<file path="src/rtl/sa_pkg.sv">
package sa_pkg;
  typedef enum logic {WIN_IDLE, WIN_OPEN} win_e;

  function automatic logic [7:0] glyph(input logic [3:0] n);
    case (n)
      4'd10:   glyph = 8'h41; // A
      4'd11:   glyph = 8'h43; // C
      4'd12:   glyph = 8'h46; // F
      4'd13:   glyph = 8'h48; // H
      4'd14:   glyph = 8'h50; // P
      4'd15:   glyph = 8'h55; // U
      default: glyph = 8'h30 + {4'd0, n};
    endcase
  endfunction
endpackage

</file>
<file path="src/rtl/sa_sync.sv">
module sa_sync #(
  parameter int W = 3
) (
  input  logic         clk_i,
  input  logic         rst_ni,
  input  logic [W-1:0] d_i,
  output logic [W-1:0] q_o
);
  logic [W-1:0] ff1_q, ff2_q;
  always_ff @(posedge clk_i or negedge rst_ni) begin
    if (!rst_ni) begin
      ff1_q <= '0;
      ff2_q <= '0;
    end else begin
      ff1_q <= d_i;
      ff2_q <= ff1_q;
    end
  end
  assign q_o = ff2_q;
endmodule

</file>
<file path="src/rtl/sa_edge.sv">
module sa_edge (
  input  logic clk_i,
  input  logic rst_ni,
  input  logic lvl_i,
  input  logic rise_sel_i,
  output logic evt_o
);
  logic prev_q;
  always_ff @(posedge clk_i or negedge rst_ni) begin
    if (!rst_ni) prev_q <= 1'b0;
    else         prev_q <= lvl_i;
  end
  assign evt_o = rise_sel_i ? (lvl_i & ~prev_q) : (~lvl_i & prev_q);
endmodule

</file>
<file path="src/rtl/sa_lfsr.sv">
module sa_lfsr #(
  parameter int          W        = 16,
  parameter logic [W-1:0] TAP_MASK = 16'h8940
) (
  input  logic         clk_i,
  input  logic         rst_ni,
  input  logic         clr_i,
  input  logic         en_i,
  input  logic         bit_i,
  output logic [W-1:0] state_o
);
  logic [W-1:0] sr_q;
  logic         fb;
  assign fb = bit_i ^ (^(sr_q & TAP_MASK));

  always_ff @(posedge clk_i or negedge rst_ni) begin
    if (!rst_ni)   sr_q <= '0;
    else if (clr_i) sr_q <= '0;
    else if (en_i)  sr_q <= {sr_q[W-2:0], fb};
  end
  assign state_o = sr_q;

  assert_clear_R2: assert property (@(posedge clk_i) disable iff (!rst_ni)
    clr_i |=> (sr_q == '0));
  assert_shift_R2: assert property (@(posedge clk_i) disable iff (!rst_ni)
    (en_i && !clr_i) |=> (sr_q[W-1:1] == $past(sr_q[W-2:0])));
endmodule

</file>
<file path="src/rtl/sa_stretch.sv">
module sa_stretch #(
  parameter int STRETCH_CYC = 4096
) (
  input  logic clk_i,
  input  logic rst_ni,
  input  logic lvl_i,
  output logic act_o
);
  localparam int CW = $clog2(STRETCH_CYC + 1);
  logic          prev_q;
  logic [CW-1:0] cnt_q;
  logic          chg;
  assign chg = lvl_i ^ prev_q;

  always_ff @(posedge clk_i or negedge rst_ni) begin
    if (!rst_ni) begin
      prev_q <= 1'b0;
      cnt_q  <= '0;
    end else begin
      prev_q <= lvl_i;
      if (chg)              cnt_q <= CW'(STRETCH_CYC);
      else if (cnt_q != '0) cnt_q <= cnt_q - 1'b1;
    end
  end
  assign act_o = (cnt_q != '0);

  assert_act_on_change_R10: assert property (@(posedge clk_i) disable iff (!rst_ni)
    chg |=> act_o);
endmodule

</file>
<file path="src/rtl/gated_sig_analyzer.sv">
module gated_sig_analyzer
  import sa_pkg::*;
#(
  parameter int          SIG_W       = 16,
  parameter logic [15:0] TAP_MASK    = 16'h8940,
  parameter int          STRETCH_CYC = 4096
) (
  input  logic               clk_i,
  input  logic               rst_ni,
  input  logic               start_i,
  input  logic               stop_i,
  input  logic               probe_i,
  input  logic               start_rise_i,
  input  logic               stop_rise_i,
  output logic [SIG_W-1:0]   sig_o,
  output logic [2*SIG_W-1:0] disp_o,
  output logic               ready_o,
  output logic               stable_o,
  output logic               err_o,
  output logic               activity_o
);
  localparam int NIB = SIG_W / 4;

  logic [2:0]       sync_q;
  logic             start_evt, stop_evt;
  logic [SIG_W-1:0] lfsr_state;
  win_e             win_q;
  logic             seen_q, have_q;
  logic [SIG_W-1:0] sig_q;
  logic             ready_q, stable_q, err_q;
  logic             open_now, close_now, shift_en;

  sa_sync #(.W(3)) u_sync (
    .clk_i, .rst_ni, .d_i({probe_i, stop_i, start_i}), .q_o(sync_q)
  );

  sa_edge u_start_edge (
    .clk_i, .rst_ni, .lvl_i(sync_q[0]), .rise_sel_i(start_rise_i), .evt_o(start_evt)
  );
  sa_edge u_stop_edge (
    .clk_i, .rst_ni, .lvl_i(sync_q[1]), .rise_sel_i(stop_rise_i), .evt_o(stop_evt)
  );

  assign open_now  = (win_q == WIN_IDLE) && start_evt;
  assign close_now = (win_q == WIN_OPEN) && stop_evt;
  assign shift_en  = (win_q == WIN_OPEN) && !stop_evt;

  sa_lfsr #(.W(SIG_W), .TAP_MASK(TAP_MASK[SIG_W-1:0])) u_lfsr (
    .clk_i, .rst_ni, .clr_i(open_now), .en_i(shift_en), .bit_i(sync_q[2]),
    .state_o(lfsr_state)
  );

  always_ff @(posedge clk_i or negedge rst_ni) begin
    if (!rst_ni) begin
      win_q    <= WIN_IDLE;
      seen_q   <= 1'b0;
      have_q   <= 1'b0;
      sig_q    <= '0;
      ready_q  <= 1'b0;
      stable_q <= 1'b0;
      err_q    <= 1'b0;
    end else begin
      ready_q <= 1'b0;
      err_q   <= 1'b0;
      if (open_now) begin
        win_q  <= WIN_OPEN;
        seen_q <= 1'b0;
      end else if (close_now) begin
        win_q <= WIN_IDLE;
        if (seen_q) begin
          stable_q <= have_q && (lfsr_state == sig_q);
          sig_q    <= lfsr_state;
          have_q   <= 1'b1;
          ready_q  <= 1'b1;
        end else begin
          err_q <= 1'b1;
        end
      end else if (shift_en) begin
        seen_q <= 1'b1;
      end
    end
  end

  for (genvar g = 0; g < NIB; g++) begin : g_disp
    assign disp_o[8*g +: 8] = glyph(sig_q[4*g +: 4]);
  end

  sa_stretch #(.STRETCH_CYC(STRETCH_CYC)) u_stretch (
    .clk_i, .rst_ni, .lvl_i(sync_q[2]), .act_o(activity_o)
  );

  assign sig_o    = sig_q;
  assign ready_o  = ready_q;
  assign stable_o = stable_q;
  assign err_o    = err_q;

  assert_ready_one_cycle_R6: assert property (@(posedge clk_i) disable iff (!rst_ni)
    ready_o |=> !ready_o);
  assert_ready_err_excl_R8: assert property (@(posedge clk_i) disable iff (!rst_ni)
    !(ready_o && err_o));
  assert_empty_keeps_sig_R8: assert property (@(posedge clk_i) disable iff (!rst_ni)
    err_o |-> ($stable(sig_o) && $stable(stable_o)));
  assert_start_ignored_R5: assert property (@(posedge clk_i) disable iff (!rst_ni)
    (win_q == WIN_OPEN && start_evt && !stop_evt) |=> (win_q == WIN_OPEN));
  assert_stable_match_R7: assert property (@(posedge clk_i) disable iff (!rst_ni)
    (ready_o && stable_o) |-> (sig_o == $past(sig_o)));
endmodule

</file>
<file path="config.mk">
export PLATFORM = sky130hd
export DESIGN_NAME = gated_sig_analyzer
export DESIGN_NICKNAME = d
export VERILOG_FILES = /design/src/rtl/sa_pkg.sv /design/src/rtl/sa_sync.sv /design/src/rtl/sa_edge.sv /design/src/rtl/sa_lfsr.sv /design/src/rtl/sa_stretch.sv /design/src/rtl/gated_sig_analyzer.sv
export SDC_FILE = /design/constraint.sdc
export NUM_CORES = 1
export LEC_CHECK = 0
export BUFFER_PORTS_ARGS = -buffer_cell sky130_fd_sc_hd__buf_2
export CORE_ASPECT_RATIO = 1.4
export CORE_UTILIZATION = 45
export DETAILED_ROUTE_END_ITERATION = 8
export GPL_TIMING_DRIVEN = 0
export HOLD_SLACK_MARGIN = 0.1
export PLACE_DENSITY = 0.71
export SKIP_LAST_GASP = 1
export SLEW_MARGIN = 5
export SYNTH_ARGS = -nofsm -noshare
export SYNTH_HDL_FRONTEND = slang
export SYNTH_SLANG_ARGS = --single-unit
</file>
<file path="constraint.sdc">
create_clock -name clk_i -period 4.75 [get_ports clk_i]
set_clock_uncertainty 0.2 [all_clocks]
set_input_delay 0.2375 -clock clk_i [delete_from_list [all_inputs] [get_ports clk_i]]
set_output_delay 0.2375 -clock clk_i [all_outputs]
set_load 0.02 [all_outputs]
</file>
==> flow_summary.yaml, run 1 <==
run_status:
  outcome: "finished, final reports clean"
power:
  clock_power_share_pct: 21.6
  p_leak_nw: 1.71
  power_frac_seq_pct: 36.7
  cellPowerDensity_nw_per_um2: 594
  p_comb_share_pct: 41.7
  ir_drop_mv: 0.204
  p_int_mw: 1.28
  power_switching_mw: 0.863
  sw_frac_of_total_pct: 40.4
sta:
  final.setup.tns_ps: 0
  setup_viol: 0
  relSlewSlack_pct: 43.5
  setup_ws_ps: 1890
  hold_viol: 0
  drv_slew: 0
  min_period_ps: 2860
  rsz0062_at_grt: "no"
  timing.hold.ws_ps: 141
  max_freq_ghz: 0.350
  fin_crit_sh_pct: 60.1
  tightest_slew_ps: 845
synthesis:
  yosys-mux-area-fraction_pct: 3.35
  synth-edff-count: 0
  synth_ff_type: "dfrtp_1"
  yosysTopAreaCellShare_pct: 50.3
  ys_seq_elements: 60
  synth_fa_ha_area_share_pct: 0.838
  synth-simple-area-share_pct: 14.0
  yosysMostFrequentCell: "dfrtp_1"
  synth_warnings: 0
  yosys.cell_types.count: 42
  synth-async-reset-ratio_pct: 100
  synth_compound_area_share_pct: 16.4
  syn_area_sq_um: 2990
  synth_top_family_by_area: "compound AO/OA/AOI/OAI gates"
  syn_inst: 298
  synth_area_per_cell_sq_um: 10.0
  synthTopCellsByCount: "dfrtp_1 (60), nand2_1 (29), a21oi_1 (24), xnor2_1 (22), clkbuf_1 (20)"
  synth_area_leader_cell: "dfrtp_1"
  synth_xor_area_share_pct: 9.09
  ys_top_cells_by_area: "dfrtp_1 (50%), xnor2_1 (6.5%), a22o_1 (4.7%)"
  yosysSeqAreaShare_pct: 50.3
hold_path:
  hold_end: "seen_q"
  holdPathStages: 4
  min_from: "start_rise_i"
  min-delay-path-class: "primary input to register"
clocking:
  root_buffer: "clkbuf_8"
  htree_levels: 3
  hold_buffers: 4
  clk_pin_slew_worst_paths_ps: 70
  cts_tree: "yes"
  cts-resized-gates: 0
  cts.sinks: 60
  postCtsSetupRepairBufs: 0
  insertion_delay_ps: 340
  clockBufferDepth: 2
  cts_buffers: 9
floorplan:
  die_h_um: 98.4
  die_x_um: 70.9
  dieArea_sq_um: 6970
  core-area_sq_um: 6300
  rows: 34
  io-pin-count: 59
  start_util_pct: 47.4
worst_setup_path:
  critPathTopFamily: "buffers and inverters"
  rrSetupSlack_ps: 2220
  cpMaxStageDelayCell: "dfrtp_1"
  worstPathRequired_ps: 4310
  path_max_fanout: 10
  cp_cell_sequence: "inv_1 > ha_1 > nor4b_1 > and3_1 > clkbuf_1 > inv_1 > clkbuf_1 > buf_2"
  crit_arrival_ps: 2420
  end_kind: "primary output"
  worstSetupStartpointType: "register"
  reg2reg_from: "u_sync.q_o[1]"
  r2r-end: "u_lfsr.state_o[11]"
  cp_slowest_stage_delay_ps: 400
  cp_num_buf_inv: 5
  path_class: "register to primary output"
  worstRegToRegCells: 6
layout:
  postLayoutCoreUtil_pct: 57.2
  antenna-diode-count: 0
  fillerInstances: 572
  layout.nets: 379
  area_growth_pct: 20.6
  drive_above_1_share_pct: 25.1
detailed_routing:
  drt_iter0_drc: 113
  ant_nets: 0
  viasPerCell: 5.22
  avgRoutedWirePerCell_um: 13.8
  drc: 0
  drt_pass1_iterations: 6
  routed_wl_um: 6170
  vias: 2333
flow_run:
  maxCapViolations: 0
placed_design:
  port_buffers: 54
  globalplace.congestion: 0.812
  post-place-ws_ps: 2220
  hpwl_um: 4340
grt:
  grt.total_usage_pct: 19.7
  grt_pass1_vias: 2255
  grt_max_degree: 61
  grt_overflow_total: 0
  grt_pass1_wl_um: 10600
  antenna_found_initial: 0
layout make-up:
class                           instances  area (sq um)  area share, %
Buffer                                 25           110           3.06
Clock buffer                           10           138           3.82
Clock inverter                          6          63.8           1.77
Inverter                               18          67.6           1.88
Multi-Input combinational cell        198          1320           36.6
Sequential cell                        60          1500           41.7
Tap cell                               72          90.1           2.50
Timing Repair Buffer                   58           313           8.68
routing by layer:
layer | GRT usage [%] | share of wire (%)
met5 | 0 | 0
met4 | 7.85 | 1.9
met3 | 5.16 | 3.4
met2 | 31.4 | 49
met1 | 25.5 | 45
worst register-to-register path, cell delays in order (launching register included):
cell	delay (ps)
dfrtp_1	390
or3b_2	510
and3_1	210
clkbuf_1	200
nor2_1	460
buf_2	320
a22o_1	170
sequential cells by signal (all words and copies together) (netlist names):
register and count:
u_start_edge.prev_q 1, u_sync.q_o 3, ready_o 1, u_stretch.cnt_q 13, u_sync.ff1_q 3, stable_o 1
err_o 1, seen_q 1, win_q 1, have_q 1, u_stop_edge.prev_q 1, sig_o 16
u_lfsr.state_o 16, u_stretch.prev_q 1
placed cells by master (no fill, tap or decap), types with 2 or more instances in the layout:
master and count:
buf_4 5, buf_2 54, a21oi_1 24, ha_1 2, o21ai_0 11, nand2b_1 4, nand2_1 29, conb_1 4
nor4_1 6, clkbuf_8 10, or3b_2 3, clkinvlp_4 2, nand3b_1 3, o31ai_1 5, or4_1 4, a22o_1 16
nand4_1 4, nor2_1 12, mux2_2 8, nor3b_1 3, clkbuf_1 20, xor2_1 9, nor3_1 2, dlygate4sd3_1 4
xnor2_1 22, clkinv_2 2, inv_1 18, and3_1 3, o21a_1 5, dfrtp_1 60, a31o_2 4
cell families (layout without fill, tap and decap cells):
family | Yosys count | in the layout
XOR/XNOR | 31 | 31
AND/OR/NAND/NOR | 79 | 79
AO/OA/AOI/OAI | 73 | 73
multiplexers | 9 | 9
flip-flops | 60 | 60
other | 1 | 4
adder cells (fa/ha/maj) | 2 | 2
buffers and inverters | 43 | 117
power by group through the flow:
| stage | Combinational (mW) | Clock (mW) | Sequential [mW] |
|---|---|---|---|
| 2_1_floorplan | 0.624 | 0 | 0.817 |
| 3_3_place_gp | 0.869 | 0 | 0.784 |
| 3_5_place_dp | 0.890 | 0 | 0.792 |
| 4_1_cts | 0.898 | 0.475 | 0.783 |
| 5_1_grt | 0.998 | 0.500 | 0.806 |
| 6_report | 0.892 | 0.463 | 0.784 |
worst max-delay path by stage:
stage | depth (start not counted) | end | startpoint
floorplan | 4 | u_stretch.cnt_q[11] | u_stretch.cnt_q[7]
global placement | 6 | u_lfsr.state_o[12] | u_sync.q_o[1]
detailed placement | 6 | u_lfsr.state_o[12] | u_sync.q_o[1]
CTS | 8 | activity_o | u_stretch.cnt_q[0]
global route | 8 | activity_o | u_stretch.cnt_q[0]
finish | 8 | activity_o | u_stretch.cnt_q[0]
per-stage QoR:
step,std cells,area [sq um],total power [mW]
finish,447,3600,2.14
floorplan,301,3000,1.44
CTS,447,3600,2.16
detailed placement,427,3360,1.68
global placement,427,3360,1.65
global route,447,3600,2.30
(Power assumes the default switching activity.)
==> inputs of run 2 (changes only) <==
==> constraint.sdc (replaced) <==
create_clock -name clk_i -period 2.71 [get_ports clk_i]
set_clock_uncertainty 0.2 [all_clocks]
set_input_delay 0.1355 -clock clk_i [delete_from_list [all_inputs] [get_ports clk_i]]
set_output_delay 0.1355 -clock clk_i [all_outputs]
set_load 0.02 [all_outputs]
==> flow_summary.yaml, run 2 (synthesis results as in run 1) <==
sta:
  tightest_slew_ps: 861
  fin_crit_sh_pct: 92.5
  min_period_ps: 2510
  final.setup.tns_ps: 0
  relSlewSlack_pct: 42.4
  setup_ws_ps: 204
  hold_viol: 0
  rsz0062_at_grt: "no"
  drv_slew: 0
  setup_viol: 0
  timing.hold.ws_ps: 151
  max_freq_ghz: 0.399
detailed_routing:
  routed_wl_um: 6210
  viasPerCell: 5.24
  ant_nets: 0
  avgRoutedWirePerCell_um: 13.9
  drc: 0
  vias: 2346
  drt_pass1_iterations: 6
  drt_iter0_drc: 110
layout:
  fillerInstances: 571
  layout_commonest_cell: "dfrtp_1"
  layout_common_cells: "dfrtp_1 (60), buf_2 (54), nand2_1 (29)"
  drive_above_1_share_pct: 25.5
  fin_area_sq_um: 3620
  area_growth_pct: 21.3
  layout.nets: 380
  antenna-diode-count: 0
placed_design:
  post-place-ws_ps: 182
  placedInstanceArea_sq_um: 3360
  globalplace.congestion: 0.812
  port_buffers: 54
  hpwl_um: 4340
grt:
  grt_max_degree: 61
  antenna_found_initial: 0
  grt.total_usage_pct: 19.8
  grt_pass1_vias: 2259
  grt_overflow_total: 0
  grt_pass1_wl_um: 10700
worst_setup_path:
  crit_arrival_ps: 2560
  cp_slowest_stage_delay_ps: 530
  worstPathRequired_ps: 2760
  path_class: "primary input to register"
  cpMaxStageDelayCell: "dlygate4sd3_1"
  worstSetupStartpointType: "primary input"
  path_max_fanout: 10
  cp_cell_sequence: "dlygate4sd3_1 > buf_2 > or3b_2 > a21oi_2 > clkbuf_1 > nand4_1 > o22ai_1"
  critPathTopFamily: "buffers and inverters"
  cp_num_buf_inv: 3
  end_kind: "register"
power:
  power_switching_mw: 1.51
  sw_frac_of_total_pct: 40.3
  power_frac_seq_pct: 36.6
  p_comb_share_pct: 41.7
  ir_drop_mv: 0.359
  p_leak_nw: 1.72
  clock_power_share_pct: 21.6
  p_int_mw: 2.24
  cellPowerDensity_nw_per_um2: 1040
clocking:
  cts_buffers: 9
  cts_tree: "yes"
  postCtsSetupRepairBufs: 0
  clockBufferDepth: 2
  insertion_delay_ps: 340
  root_buffer: "clkbuf_8"
  cts.sinks: 60
  htree_levels: 3
  clk_pin_slew_worst_paths_ps: 70
floorplan:
  die_h_um: 98.4
  core-area_sq_um: 6300
  start_util_pct: 47.4
  io-pin-count: 59
  dieArea_sq_um: 6970
  rows: 34
  die_x_um: 70.9
flow_run:
  maxCapViolations: 0
run_status:
  outcome: "finished, final reports clean"
hold_path:
  min-delay-path-class: "register to register"
==> run 2: metrics by stage <==
| stage | cells | util [%] | total power [mW] |
|---|---|---|---|
| 2_1_floorplan | 301 | - | 2.53 |
| 3_3_place_gp | 427 | 53.3 | 2.90 |
| 3_5_place_dp | 427 | 53.3 | 2.95 |
| 4_1_cts | 448 | 57.4 | 3.78 |
| 5_1_grt | 448 | 57.5 | 4.04 |
| 6_report | 448 | 57.5 | 3.75 |
==> run 2: power by group through the flow <==
| stage | registers (mW) | logic (mW) | clock network [mW] |
|---|---|---|---|
| after floorplan | 1.43 | 1.09 | 0 |
| after global placement | 1.37 | 1.52 | 0 |
| after detailed placement | 1.39 | 1.56 | 0 |
| after CTS | 1.37 | 1.58 | 0.833 |
| after global routing | 1.41 | 1.75 | 0.876 |
| final | 1.37 | 1.57 | 0.811 |
==> run 2: what timing repair did <==
item | in CTS | in global routing
hold buffers | 6 | 0
pin swaps | 0 | 0
resized for setup | 0 | 2
gates cloned | 0 | 0
endpoints found under the setup margin | 1 | 11
hold endpoints to repair | 65 | 0
==> run 2: cell type report <==
| cell class | count | area [sq um] | area share, % |
|---|---|---|---|
| Sequential cell | 60 | 1500 | 41.5 |
| Inverter | 18 | 67.6 | 1.87 |
| Timing Repair Buffer | 60 | 333 | 9.19 |
| Buffer | 24 | 106 | 2.94 |
| Clock inverter | 6 | 63.8 | 1.76 |
| Tap cell | 72 | 90.1 | 2.49 |
| Multi-Input combinational cell | 198 | 1320 | 36.5 |
| Clock buffer | 10 | 138 | 3.80 |
==> run 2: final timing paths <==
check,from,endpoint,slack (ps),depth (start not counted)
worst min register to register,u_sync.ff1_q[1],u_sync.q_o[1],150,0
worst max-delay path,stop_rise_i,stable_o,200,7
worst min-delay path,u_sync.ff1_q[1],u_sync.q_o[1],150,0
worst max register to register,u_sync.q_o[1],stable_o,240,5
max in group asynchronous,rst_ni,sig_o[14],1620,2
min in group asynchronous,rst_ni,u_stretch.cnt_q[1],210,2
==> run 2: layer usage <==
layer | wire length [um] | global-route usage (%)
met2 | 3110 | 31.7
met5 | 0 | 0
met4 | 66 | 7.85
met3 | 236 | 5.16
met1 | 2800 | 25.5
